<file path="src/rtl/card_rx_pkg.sv">
package card_rx_pkg;

  localparam int BYTE_W = 8;

  typedef struct packed {
    logic wrEn;
    logic rdEn;
    logic accClear;
    logic accFold;
  } rxStrobe_t;

  function automatic logic [15:0] crcFoldByte(input logic [15:0] crcIn,
                                              input logic [7:0] dataIn,
                                              input logic [15:0] poly);
    logic [15:0] crcWork;
    logic fb;
    crcWork = crcIn;
    for (int i = 0; i < 8; i++) begin
      fb = crcWork[15] ^ dataIn[i];
      crcWork = {crcWork[14:0], 1'b0};
      if (fb) crcWork = crcWork ^ poly;
    end
    return crcWork;
  endfunction

endpackage

</file>
<file path="src/rtl/card_rx_dp.sv">
module card_rx_dp
  import card_rx_pkg::*;
#(
  parameter int DEPTH = 4,
  parameter logic [15:0] CRC_POLY = 16'h1021,
  parameter logic [15:0] CRC_PRESET = 16'hFFFF,
  parameter logic [15:0] CRC_RESIDUE = 16'h1D0F,
  parameter logic [7:0] LRC_RESIDUE = 8'h00
) (
  input  logic              clk,
  input  logic              rstN,
  input  rxStrobe_t         strb,
  input  logic [BYTE_W-1:0] rxByte,
  input  logic              modeCrc,
  output logic [BYTE_W-1:0] dataOut,
  output logic              checkBad
);
  localparam int PTR_W = (DEPTH > 1) ? $clog2(DEPTH) : 1;
  localparam bit POW2 = ((DEPTH & (DEPTH - 1)) == 0);

  logic [BYTE_W-1:0] mem [DEPTH];
  logic [PTR_W-1:0] wrPtr, rdPtr, wrNext, rdNext;
  logic [15:0] crcAcc, crcNext;
  logic [BYTE_W-1:0] lrcAcc, lrcNext;

  generate
    if (POW2) begin : g_wrapNatural
      assign wrNext = wrPtr + PTR_W'(1);
      assign rdNext = rdPtr + PTR_W'(1);
    end else begin : g_wrapCompare
      assign wrNext = (wrPtr == PTR_W'(DEPTH - 1)) ? '0 : wrPtr + PTR_W'(1);
      assign rdNext = (rdPtr == PTR_W'(DEPTH - 1)) ? '0 : rdPtr + PTR_W'(1);
    end
  endgenerate

  always_ff @(posedge clk) begin
    if (strb.wrEn) mem[wrPtr] <= rxByte;
  end

  always_ff @(posedge clk or negedge rstN) begin
    if (!rstN) begin
      wrPtr   <= '0;
      rdPtr   <= '0;
      dataOut <= '0;
    end else begin
      if (strb.wrEn) wrPtr <= wrNext;
      if (strb.rdEn) begin
        rdPtr   <= rdNext;
        dataOut <= mem[rdPtr];
      end
    end
  end

  assign crcNext = crcFoldByte(crcAcc, rxByte, CRC_POLY);
  assign lrcNext = lrcAcc ^ rxByte;
  assign checkBad = modeCrc ? (crcNext != CRC_RESIDUE) : (lrcNext != LRC_RESIDUE);

  always_ff @(posedge clk or negedge rstN) begin
    if (!rstN) begin
      crcAcc <= CRC_PRESET;
      lrcAcc <= '0;
    end else if (strb.accClear) begin
      crcAcc <= CRC_PRESET;
      lrcAcc <= '0;
    end else if (strb.accFold) begin
      crcAcc <= crcNext;
      lrcAcc <= lrcNext;
    end
  end

  // output only moves on an accepted pop
  assert_hold_when_idle_R11: assert property (@(posedge clk) disable iff (!rstN)
    !strb.rdEn |=> $stable(dataOut));

  // clear returns accumulators to preset
  assert_acc_preset_R10: assert property (@(posedge clk) disable iff (!rstN)
    strb.accClear |=> (crcAcc == CRC_PRESET) && (lrcAcc == '0));

endmodule

</file>
<file path="src/rtl/card_rx_ctl.sv">
module card_rx_ctl
  import card_rx_pkg::*;
#(
  parameter int DEPTH = 4
) (
  input  logic      clk,
  input  logic      rstN,
  input  logic      rxValid,
  input  logic      rxParityErr,
  input  logic      lastArm,
  input  logic      blockStart,
  input  logic      dataRd,
  input  logic      statusRd,
  input  logic      checkBad,
  output rxStrobe_t strb,
  output logic [7:0] status,
  output logic      irqErr
);
  localparam int CNT_W = $clog2(DEPTH + 1);

  logic [CNT_W-1:0] count;
  logic full, empty, overrun, parityErr, checkErr, lastArmed, evalCheck;

  assign full  = (count == CNT_W'(DEPTH));
  assign empty = (count == '0);

  assign evalCheck     = rxValid && lastArmed && !blockStart;
  assign strb.wrEn     = rxValid && !overrun && !full;
  assign strb.rdEn     = dataRd && !empty;
  assign strb.accClear = blockStart || evalCheck;
  assign strb.accFold  = rxValid && !blockStart;

  always_ff @(posedge clk or negedge rstN) begin
    if (!rstN) begin
      count     <= '0;
      overrun   <= 1'b0;
      parityErr <= 1'b0;
      checkErr  <= 1'b0;
      lastArmed <= 1'b0;
    end else begin
      count <= count + CNT_W'(strb.wrEn) - CNT_W'(strb.rdEn);
      if (rxValid && full)            overrun <= 1'b1;
      else if (statusRd)              overrun <= 1'b0;
      if (rxValid && rxParityErr)     parityErr <= 1'b1;
      else if (statusRd)              parityErr <= 1'b0;
      if (evalCheck && checkBad)      checkErr <= 1'b1;
      else if (statusRd)              checkErr <= 1'b0;
      if (lastArm)                    lastArmed <= 1'b1;
      else if (evalCheck)             lastArmed <= 1'b0;
    end
  end

  assign status = {2'b00, lastArmed, checkErr, parityErr, overrun, full, empty};
  assign irqErr = overrun | parityErr | checkErr;

  assert_count_bound_R2: assert property (@(posedge clk) disable iff (!rstN)
    count <= CNT_W'(DEPTH));

  assert_overrun_on_full_R3: assert property (@(posedge clk) disable iff (!rstN)
    (rxValid && full) |=> overrun);

  assert_frozen_no_growth_R4: assert property (@(posedge clk) disable iff (!rstN)
    overrun |=> count <= $past(count));

  assert_sticky_clear_R6: assert property (@(posedge clk) disable iff (!rstN)
    (statusRd && !rxValid) |=> !overrun && !parityErr && !checkErr);

  assert_irq_source_R7: assert property (@(posedge clk) disable iff (!rstN)
    $rose(irqErr) |-> $past(rxValid));

endmodule

</file>
<file path="src/rtl/card_rx_buffer.sv">
module card_rx_buffer
  import card_rx_pkg::*;
#(
  parameter int DEPTH = 4,
  parameter logic [15:0] CRC_POLY = 16'h1021,
  parameter logic [15:0] CRC_PRESET = 16'hFFFF,
  parameter logic [15:0] CRC_RESIDUE = 16'h1D0F,
  parameter logic [7:0] LRC_RESIDUE = 8'h00
) (
  input  logic       clk,
  input  logic       rstN,
  input  logic       rxValid,
  input  logic [7:0] rxByte,
  input  logic       rxParityErr,
  input  logic       modeCrc,
  input  logic       lastArm,
  input  logic       blockStart,
  input  logic       dataRd,
  output logic [7:0] dataOut,
  input  logic       statusRd,
  output logic [7:0] status,
  output logic       irqErr
);
  rxStrobe_t strb;
  logic checkBad;

  card_rx_ctl #(.DEPTH(DEPTH)) u_ctl (
    .clk(clk), .rstN(rstN), .rxValid(rxValid), .rxParityErr(rxParityErr),
    .lastArm(lastArm), .blockStart(blockStart), .dataRd(dataRd),
    .statusRd(statusRd), .checkBad(checkBad), .strb(strb),
    .status(status), .irqErr(irqErr)
  );

  card_rx_dp #(
    .DEPTH(DEPTH), .CRC_POLY(CRC_POLY), .CRC_PRESET(CRC_PRESET),
    .CRC_RESIDUE(CRC_RESIDUE), .LRC_RESIDUE(LRC_RESIDUE)
  ) u_dp (
    .clk(clk), .rstN(rstN), .strb(strb), .rxByte(rxByte),
    .modeCrc(modeCrc), .dataOut(dataOut), .checkBad(checkBad)
  );

endmodule

</file>
<file path="config.mk">
export PLATFORM = sky130hd
export DESIGN_NAME = card_rx_buffer
export DESIGN_NICKNAME = d
export VERILOG_FILES = /design/src/rtl/card_rx_pkg.sv /design/src/rtl/card_rx_dp.sv /design/src/rtl/card_rx_ctl.sv /design/src/rtl/card_rx_buffer.sv
export SDC_FILE = /design/constraint.sdc
export NUM_CORES = 1
export LEC_CHECK = 0
export ABC_AREA = 1
export BUFFER_PORTS_ARGS = -buffer_cell sky130_fd_sc_hd__buf_2
export CORE_MARGIN = 8
export CORE_UTILIZATION = 63
export DETAILED_ROUTE_END_ITERATION = 8
export PLACE_DENSITY = 0.84
export SLEW_MARGIN = 20
export SYNTH_ARGS = -nofsm -noshare
export SYNTH_HDL_FRONTEND = slang
export SYNTH_SLANG_ARGS = --single-unit
export TNS_END_PERCENT = 100
</file>
<file path="constraint.sdc">
create_clock -name clk -period 5.1 [get_ports clk]
set_input_delay 1.02 -clock clk [delete_from_list [all_inputs] [get_ports clk]]
set_output_delay 1.02 -clock clk [all_outputs]
set_load 0.01 [all_outputs]
</file>
==> results of run 1 <==
[power groups by stage]
| stage | logic (mW) | registers, mW | clock network (mW) |
|---|---|---|---|
| floorplan | 0.382 | 0.848 | 0 |
| global placement | 0.476 | 0.873 | 0 |
| detailed placement | 0.518 | 0.886 | 0 |
| CTS | 0.526 | 0.874 | 0.501 |
| global route | 0.589 | 0.887 | 0.529 |
| finish | 0.520 | 0.872 | 0.498 |
[worst min-delay path: stages (launching register included)]
cell     delay (ps)
dfrtp_1         370
nand2_1          50
o21ai_0          60
[path summary, 6_finish.rpt]
check,startpoint,to,cells after the start
min in group asynchronous,rstN,u_dp.dataOut[4]$_DFFE_PN0P_,1
max,dataRd,u_ctl.count[2]$_DFF_PN0_,8
min reg2reg,u_dp.lrcAcc[0]$_DFFE_PN0P_,u_dp.lrcAcc[0]$_DFFE_PN0P_,2
max reg2reg,u_ctl.count[2]$_DFF_PN0_,u_ctl.count[2]$_DFF_PN0_,7
max in group asynchronous,rstN,u_dp.lrcAcc[2]$_DFFE_PN0P_,1
min,u_dp.lrcAcc[0]$_DFFE_PN0P_,u_dp.lrcAcc[0]$_DFFE_PN0P_,2
[state kept, by name, indices dropped and copies added (netlist names)]
name,flops
u_ctl.count,3
u_ctl.lastArmed,1
u_dp.rdPtr,2
u_dp.mem,32
u_dp.wrPtr,2
u_ctl.parityErr,1
u_dp.dataOut,8
u_ctl.checkErr,1
u_ctl.overrun,1
u_dp.crcAcc,16
u_dp.lrcAcc,8
[per-layer routing]
layer  wire length, um  share of wire  vias up  track usage
met4               213          0.027        0      0.09686
met2              4223           0.54       67       0.3553
met5                 0              0        -            0
met3               290          0.037       18      0.03457
li1                  -              -     1293            -
met1              3049           0.39     1306       0.2068
[synth_stat cells]
cell type	instances	area [um^2]
a21oi_1	3	15.01
a22o_1	3	26.28
a22oi_1	2	15.01
a31oi_1	8	50.05
buf_2	4	20.02
buf_4	9	67.56
clkbuf_1	4	15.01
clkinv_1	1	3.750
conb_1	1	3.750
dfrtp_1	27	675.7
dfstp_2	16	420.4
edfxtp_1	32	960.9
fa_1	1	20.02
ha_1	6	75.07
inv_1	50	187.7
nand2_1	88	330.3
nand2_2	6	37.54
nand3_1	7	35.03
nand3b_1	3	22.52
nand4_1	2	12.51
nor2_1	55	206.5
nor2_2	1	6.260
nor3_1	4	20.02
o21ai_0	29	145.1
o21bai_1	1	7.510
o22ai_1	7	43.79
xnor2_1	11	96.34
xor2_1	9	78.83
[stage by stage]
stage                       util  total power [mW]  std cells  cell area [um^2]  setup WS [ps]
final                     0.7196             1.891        493              3963           2570
after global routing      0.7196             2.005        493              3963           2491
after detailed placement  0.6801             1.404        477              3745           2208
after floorplan                -             1.230        391              3602           2599
after CTS                 0.7196             1.902        493              3963           2569
after global placement    0.6801             1.349        477              3745           2317
[kinds of logic (layout without fill, tap and decap cells)]
logic type      count (synthesis)  after routing  synth area share
compound gates                 53             53           0.08414
xor+xnor                       20             20           0.04868
fa+ha+maj                       7              7           0.02643
buf+inv                        68             98           0.08171
flops                          75             75            0.5716
other cells                     1              2          0.001042
simple gates                  166            166            0.1864
[area by class of cell]
type / count / area [um^2]
clock buffer: 10 / 127.6
clock inverter: 6 / 90.09
fill: 387 / 1544
inverter: 51 / 191.4
multi-input combinational: 248 / 1251
sequential: 75 / 2057
tap: 72 / 90.09
timing repair buffer: 31 / 155.1
==> impl_metrics.tcl, run 1 <==
set metrics [dict create \
    first_global_vias 2849 \
    cts_inserted_buffers 9 \
    number_of_pins_with_negative_max_slew_slack_in_the_final_report 0 \
    cp_slowest_cell "nor2_2" \
    final-hold-violation-count 0 \
    post_cts.resized_instances 0 \
    num_vias 2684 \
    detailedPlacementHpwl_um 5582 \
    core_region_area_um2 5507 \
    number_of_top_level_pins 34 \
    irDropWorstVdd_v 0.0002788 \
    largest_buffer_count_on_any_clock_path 2 \
    ys_seq_area_frac 0.5716 \
    skew_ps 6.429 \
    cap_violations 0 \
    synth_cell_type_count 28 \
    grt_max_degree 44 \
    floorplan.die.height_um 91.58 \
    cp_top_family "adder cells" \
    die-width_um 91.58 \
    floorplan.initialDensity 0.6535 \
    grt_setup_unrepaired "no" \
    total_grt_overflow 0 \
    power_switching_mw 0.6561 \
    synthesis.yosys.warnings 0 \
    syn_inst 390 \
    most_common_library_cell_in_the_layout_ignoring_fill_and_taps "nand2_1" \
    end_kind "flip-flop" \
    worst-endpoint-required_ps 5320 \
    antenna_cells 0 \
    postRouteAntennaNets 0 \
    power.share.sequential 0.461 \
    p_sw_frac 0.3470 \
    worst_path_largest_cell_delay_ps 560 \
    postCtsHoldBufs 0 \
    crit_path_cell_trace "buf_2, inv_1, nor2_2, ha_1, inv_1, ha_1, fa_1, xor2_1" \
    cts_tree "done" \
    internal-power_mw 1.235 \
    layout.nets 440 \
    min_period_ps 2530 \
    grtUsageTotal 0.1933 \
    synth.cell_area_um2 3598 \
    root_buffer "clkbuf_8" \
    postRouteWirelength_um 7776 \
    clock_tree.htree_level_count 3 \
    final_hold_slack_ps 519.2 \
    kind_of_path_behind_the_tightest_hold_check "reg -> reg" \
    setup_tns_ps 0 \
    worstPathArrival_ps 2750 \
    floorplan.rows 27 \
    syn2layout_area_growth_pct 10.12 \
    p_per_area_nw_per_um2 477.2 \
    final_min_period_over_clock_period 0.4961 \
    most_frequent_cells_in_the_layout "nand2_1 (88), nor2_1 (55), inv_1 (50)" \
    power.share.clock 0.264 \
    number_of_antenna_violations_at_the_first_check_in_global_routing 0 \
    r2r_setup_slack_ps 2870 \
    final-setup-viol-count 0 \
    place.port_buffers 31 \
    max-slew-margin-rel 0.3618 \
    worst_skew_pair.late_latency_ps 340 \
    worstMarginPinSlew_ps 957.3 \
    outcome "finished, final reports clean" \
    cts.reportedPaths.clkPinSlew_ps 80 \
    startpoint_types "input port" \
    detail_route.iter0.violations 147 \
    routed_wire_length_per_instance_um 15.77 \
    cts_post_setup_buffers_inserted 0 \
    drtPass1Iterations 4 \
    die_area_um2 8386 \
    detail_route.vias_per_cell 5.444 \
    cts.sink_count 75 \
    power.combinational.fraction 0.275 \
    worstPathMaxFanout 19 \
    postSynthRegisterBits 75 \
    syn_avg_cell_area_um2 9.227 \
    fmax_mhz 395.3 \
    grt_first_pass_wirelength_um 12990 \
    cp.buffers_inverters 3 \
    drcViolationCount 0 \
    gpl.final_weighted_congestion 0.8894 \
    share_of_layout_cells_above_drive_strength_1 0.1639 \
    path_class "in -> reg" \
    power.leakage_nw 1.820 \
]
Note: power is estimated with default switching activity, not from simulation.
==> run 2: changes to the inputs <==
Settings changed: ABC_AREA 1 to 0, CORE_UTILIZATION 63 to 58, PLACE_DENSITY 0.84 to 0.78.
Clock period 5.1 ns to 2.5 ns, I/O delays scaled along.
==> run 2 against run 1 <==
  * Design area is 2.4% lower
  * Core utilization down 5.5 points
  * Critical path type is now reg -> reg
  * Worst setup slack worse by 2300 ps
  * Highest routed layer unchanged
  * Clock power up 100%
==> impl_metrics.tcl, run 2 <==
set metrics [dict create \
    outcome "finished, final reports clean" \
    synth_cell_type_count 38 \
    largest_buffer_count_on_any_clock_path 2 \
    synth_ff_type "edfxtp_1" \
    core_region_area_um2 5816 \
    place_worst_setup_slack_ps 184.4 \
    cts.sink_count 75 \
    postRouteWirelength_um 6413 \
    area_taken_by_flip_flops_and_latches_um2 2057 \
    root_buffer "clkbuf_8" \
    first_global_vias 2228 \
    skew_ps 7.005 \
    most_frequent_cells_in_the_layout "edfxtp_1 (32), buf_2 (31), dfrtp_1 (27)" \
    multi_input_area_um2 1246 \
    place.port_buffers 31 \
    gpl.final_weighted_congestion 0.8478 \
    fillCellCount 437 \
    cts_inserted_buffers 9 \
    regToRegStartpoint "u_ctl.count[2]$_DFF_PN0_" \
    syn_inst 265 \
    drtPass1Iterations 4 \
    worstPathArrival_ps 2450 \
    cts_post_setup_buffers_inserted 0 \
    yosysMostFrequentCell "edfxtp_1" \
    drcViolationCount 0 \
    grtUsageTotal 0.1644 \
    die_area_um2 8645 \
    final-setup-viol-count 0 \
    irDropWorstVdd_v 0.0004637 \
    dp.cells 363 \
    startpoint_types "flip-flop" \
    ff2ff_path_depth 9 \
    final-hold-violation-count 0 \
    ys_seq_area_frac 0.5985 \
    total_grt_overflow 0 \
    layout.nets 323 \
    clock_tree.htree_level_count 3 \
    setup_tns_ps 0 \
    syn2layout_area_growth_pct 12.52 \
    num_vias 2034 \
    share_of_layout_cells_above_drive_strength_1 0.3026 \
    synthDominantAreaCellType "edfxtp_1" \
    worst-endpoint-required_ps 2730 \
    floorplan.die.height_um 92.98 \
    fmax_mhz 449.5 \
    postSynthRegisterBits 75 \
    r2r_setup_slack_ps 280 \
    end_kind "flip-flop" \
    worstPathMaxFanout 3 \
    syn_avg_cell_area_um2 12.97 \
    reg.largest.list "u_dp.mem x32, u_dp.crcAcc x16" \
    grt_max_degree 35 \
    worst_skew_pair.late_latency_ps 340 \
    cts.reportedPaths.clkPinSlew_ps 70 \
    number_of_flops_mapped_to_enable_cells_by_yosys 32 \
    largest_reg_flops 32 \
    synthesis.yosys.warnings 0 \
    final_min_period_over_clock_period 0.8900 \
    instances_no_fill 379 \
    register_bank_with_the_most_flops "u_dp.mem" \
    rr_endpoint "u_ctl.count[2]$_DFF_PN0_" \
    asyncSetResetFlopFracSynth 0.5733 \
    most_common_library_cell_in_the_layout_ignoring_fill_and_taps "edfxtp_1" \
    antenna_cells 0 \
    synth.cell_area_um2 3437 \
    detailedPlacementHpwl_um 4566 \
    max-slew-margin-rel 0.4707 \
    critical_path.startpoint "u_ctl.count[2]$_DFF_PN0_" \
    number_of_pins_with_negative_max_slew_slack_in_the_final_report 0 \
    synth_top_area_frac 0.2796 \
    die-width_um 92.98 \
    p_per_area_nw_per_um2 945.0 \
    number_of_antenna_violations_at_the_first_check_in_global_routing 0 \
    detail_route.vias_per_cell 5.367 \
    post_cts.resized_instances 0 \
    number_of_top_level_pins 34 \
    detail_route.iter0.violations 76 \
    routed_wire_length_per_instance_um 16.92 \
    internal-power_mw 2.597 \
    power.combinational.fraction 0.248 \
    grt_setup_unrepaired "no" \
    timing.final.ws_setup_ps 275.1 \
    floorplan.rows 28 \
    synth_cell_count_leaders "edfxtp_1 (32), dfrtp_1 (27), xnor2_1 (21)" \
    postRouteAntennaNets 0 \
    path_class "reg -> reg" \
    worstMarginPinSlew_ps 793.9 \
    power.share.sequential 0.478 \
    power.share.clock 0.274 \
    kind_of_path_behind_the_tightest_hold_check "in -> async" \
    synth_area_leaders "edfxtp_1 (28%), dfrtp_1 (20%), dfstp_2 (12%)" \
    power_switching_mw 1.057 \
    grt_first_pass_wirelength_um 10780 \
    postCtsHoldBufs 0 \
    floorplan.initialDensity 0.5910 \
    min_period_ps 2225 \
    p_sw_frac 0.2893 \
    cap_violations 0 \
    power.leakage_nw 1.508 \
    cts_tree "done" \
]
==> run 2: cell types whose count changed after synthesis, moves of 7 or more <==
cell	before	now
a21oi_1	3	13
nand2_1	88	17
inv_1	50	12
a31oi_1	8	1
mux4_2	0	8
o21ai_0	29	19
o22ai_1	7	0
xnor2_1	11	21
mux2_2	0	8
nand2b_1	0	9
nor2_1	55	19
==> run 2: stage by stage <==
stage	power (mW)	cell area (um^2)	hold WS, ps	utilization
2_1_floorplan	2.404	3441	204.4	-
3_3_place_gp	2.651	3650	462.9	0.6276
3_5_place_dp	2.705	3650	475.1	0.6276
4_1_cts	3.712	3867	262.2	0.6650
5_1_grt	3.873	3867	294.7	0.6650
6_report	3.655	3867	242.7	0.6650
==> run 2: logic make-up (layout without fill, tap and decap cells) <==
group / count (synthesis) / in the layout / synth area share
AOI/OAI and AO/OA: 42 / 42 / 0.07208
muxes: 16 / 16 / 0.07863
xor gates and xnor gates: 31 / 31 / 0.08883
buffers and inverters: 28 / 66 / 0.04004
adders and majority gates: 7 / 7 / 0.02767
other: 1 / 2 / 0.001091
and+or+nand+nor: 65 / 65 / 0.09319
DFF: 75 / 75 / 0.5985
==> run 2: area by class of cell <==
cell class | instances | area share
tap | 75 | 0.02426
multi-input combinational | 163 | 0.3222
inverter | 12 | 0.01165
timing repair buffer | 38 | 0.05370
clock inverter | 6 | 0.02329
sequential | 75 | 0.5319
clock buffer | 10 | 0.03300
==> run 2: worst max path at each step <==
stage / endpoint / slack, ps / depth (start not counted)
detailed placement: u_ctl.count[2]$_DFF_PN0_ / 180 / 9
global route: u_ctl.count[2]$_DFF_PN0_ / 180 / 9
global placement: u_ctl.count[2]$_DFF_PN0_ / 220 / 9
CTS: u_ctl.count[2]$_DFF_PN0_ / 250 / 9
finish: u_ctl.count[2]$_DFF_PN0_ / 280 / 9
floorplan: u_ctl.count[2]$_DFF_PN0_ / 130 / 9
==> run 2: power groups by stage <==
stage          logic [mW]  registers (mW)  clock network (mW)
2_1_floorplan       0.698            1.71                   0
3_5_place_dp        0.927            1.78                   0
3_3_place_gp        0.892            1.76                   0
6_report            0.907            1.75                1.00
5_1_grt              1.01            1.79                1.08
4_1_cts             0.930            1.76                1.02
==> run 2: routing by layer <==
layer / GRT usage / wire (um)
met5: 0 / 0
met4: 0.09396 / 174
met3: 0.03526 / 279
met2: 0.2834 / 3338
met1: 0.1851 / 2620
==> run 2: worst max-delay path, cell delays in order, from the launching register on <==
cell and delay, ps:
dfrtp_1 410, nor3b_1 170, nor3b_1 290, inv_1 80, ha_1 270, inv_1 40
ha_1 180, fa_1 370, xor2_1 180, xnor2_1 130
==> run 3: changes to the inputs <==
Settings changed: CTS_BUF_LIST from default to sky130_fd_sc_hd__clkbuf_16.
==> run 3 against run 2 <==
  * First-iteration DRC count is 9.2% lower
  * Power rose by 10%
  * Cell count did not move
  * Clock skew decreased by 1.2 ps
  * Clock power increased by 37%
  * Routed wire length is 1.0% higher
  * Via count grew 0.69%
  * Die area did not move
==> impl_metrics.tcl, run 3 (synthesis gave the netlist of run 2 again) <==
set metrics [dict create \
    gpl.final_weighted_congestion 0.8478 \
    floorplan.die.height_um 92.98 \
    syn2layout_area_growth_pct 15.47 \
    fmax_mhz 449.7 \
    drtPass1Iterations 4 \
    irDropWorstVdd_v 0.0005833 \
    first_global_vias 2202 \
    fillCellCount 417 \
    detail_route.vias_per_cell 5.404 \
    cts.reportedPaths.clkPinSlew_ps 60 \
    floorplan.rows 28 \
    share_of_layout_cells_above_drive_strength_1 0.3026 \
    multi_input_area_um2 1246 \
    largest_buffer_count_on_any_clock_path 2 \
    clock_tree.htree_level_count 3 \
    routed_wire_length_per_instance_um 17.09 \
    worst_skew_pair.late_latency_ps 330 \
    grt_max_degree 35 \
    detail_route.iter0.violations 69 \
    kind_of_path_behind_the_tightest_hold_check "in -> async" \
    layout.nets 323 \
    final-hold-violation-count 0 \
    startpoint_types "flip-flop" \
    postRouteAntennaNets 0 \
    post_cts.resized_instances 0 \
    cts_post_setup_buffers_inserted 0 \
    worst-endpoint-required_ps 2720 \
    worstPathArrival_ps 2440 \
    instances_no_fill 379 \
    timing.final.ws_setup_ps 276.1 \
    grtUsageTotal 0.1661 \
    most_frequent_cells_in_the_layout "edfxtp_1 (32), buf_2 (31), dfrtp_1 (27)" \
    cap_violations 0 \
    number_of_antenna_violations_at_the_first_check_in_global_routing 0 \
    cts_tree "done" \
    core_region_area_um2 5816 \
    largest_reg_flops 32 \
    drcViolationCount 0 \
    final_min_period_over_clock_period 0.8896 \
    path_class "reg -> reg" \
    num_vias 2048 \
    number_of_top_level_pins 34 \
    antenna_cells 0 \
    floorplan.initialDensity 0.5910 \
    die_area_um2 8645 \
    power.leakage_nw 1.558 \
    max-slew-margin-rel 0.4726 \
    postCtsHoldBufs 0 \
    cts.sink_count 75 \
    min_period_ps 2224 \
    setup_tns_ps 0 \
    p_per_area_nw_per_um2 1014 \
    skew_ps 5.789 \
    detailedPlacementHpwl_um 4566 \
    final-setup-viol-count 0 \
    area_taken_by_flip_flops_and_latches_um2 2057 \
    number_of_pins_with_negative_max_slew_slack_in_the_final_report 0 \
    place_worst_setup_slack_ps 184.4 \
    grt_setup_unrepaired "no" \
    postLayoutCoreUtil 0.6824 \
    most_common_library_cell_in_the_layout_ignoring_fill_and_taps "edfxtp_1" \
    worstPathMaxFanout 3 \
    grt_first_pass_wirelength_um 10850 \
    register_bank_with_the_most_flops "u_dp.mem" \
    dp.cells 363 \
    end_kind "flip-flop" \
    worstMarginPinSlew_ps 791.1 \
    outcome "finished, final reports clean" \
    place.port_buffers 31 \
    cts_inserted_buffers 9 \
    total_grt_overflow 0 \
    r2r_setup_slack_ps 280 \
    root_buffer "clkbuf_16" \
    reg.largest.list "u_dp.mem x32, u_dp.crcAcc x16" \
    postRouteWirelength_um 6477 \
    die-width_um 92.98 \
]
run 3: cell count changes in the layout (fill, tap and decap cells not counted), sizes merged:
cell    change
clkbuf      -1
inv         +1
run 3: metrics by stage:
| step | instance area (um^2) | power [mW] | hold slack (ps) |
|---|---|---|---|
| 2_1_floorplan | 3441 | 2.404 | 204.4 |
| 6_report | 3969 | 4.024 | 251.5 |
| 4_1_cts | 3969 | 4.078 | 282.6 |
| 3_3_place_gp | 3650 | 2.651 | 462.9 |
| 3_5_place_dp | 3650 | 2.705 | 475.1 |
| 5_1_grt | 3969 | 4.232 | 320.0 |
run 3: report_power, final:
part	leakage [nW]	switching, mW	total [mW]	internal [mW]
combinational	0.606	0.437	0.909	0.472
clock	0.157	0.494	1.37	0.871
sequential	0.795	0.187	1.75	1.56
run 3: final cells by class:
class | count | share of cell area
inverter | 12 | 0.01135
clock inverter | 7 | 0.02364
clock buffer | 9 | 0.05675
sequential | 75 | 0.5183
multi-input combinational | 163 | 0.3140
tap | 75 | 0.02364
timing repair buffer | 38 | 0.05233
run 3: layer usage:
metal | wire, um | vias to the layer above | part of all wire | GRT usage
met4 | 164 | 0 | 0.025 | 0.09530
met5 | 0 | - | 0 | 0
li1 | - | 981 | - | -
met2 | 3397 | 44 | 0.52 | 0.2882
met3 | 266 | 12 | 0.041 | 0.03446
met1 | 2649 | 1011 | 0.41 | 0.1862
run 3: worst paths after layout:
check                                            startpoint                          end  depth (start not counted)
worst max-delay path               u_ctl.count[2]$_DFF_PN0_     u_ctl.count[2]$_DFF_PN0_                          9
worst min-delay path                                   rstN    u_dp.rdPtr[0]$_DFFE_PN0P_                          1
worst max register to register     u_ctl.count[2]$_DFF_PN0_     u_ctl.count[2]$_DFF_PN0_                          9
worst min register to register  u_dp.dataOut[3]$_DFFE_PN0P_  u_dp.dataOut[3]$_DFFE_PN0P_                          1
max in group asynchronous                              rstN  u_dp.crcAcc[12]$_DFFE_PN1P_                          2
min in group clk                                    lastArm  u_ctl.lastArmed$_DFFE_PN0P_                          2
run 3: critical path, stage by stage (launching register included):
cell     delay, ps
dfrtp_1        400
nor3b_1        170
nor3b_1        300
inv_1           80
ha_1           270
inv_1           40
ha_1           180
fa_1           370
xor2_1         180
xnor2_1        130
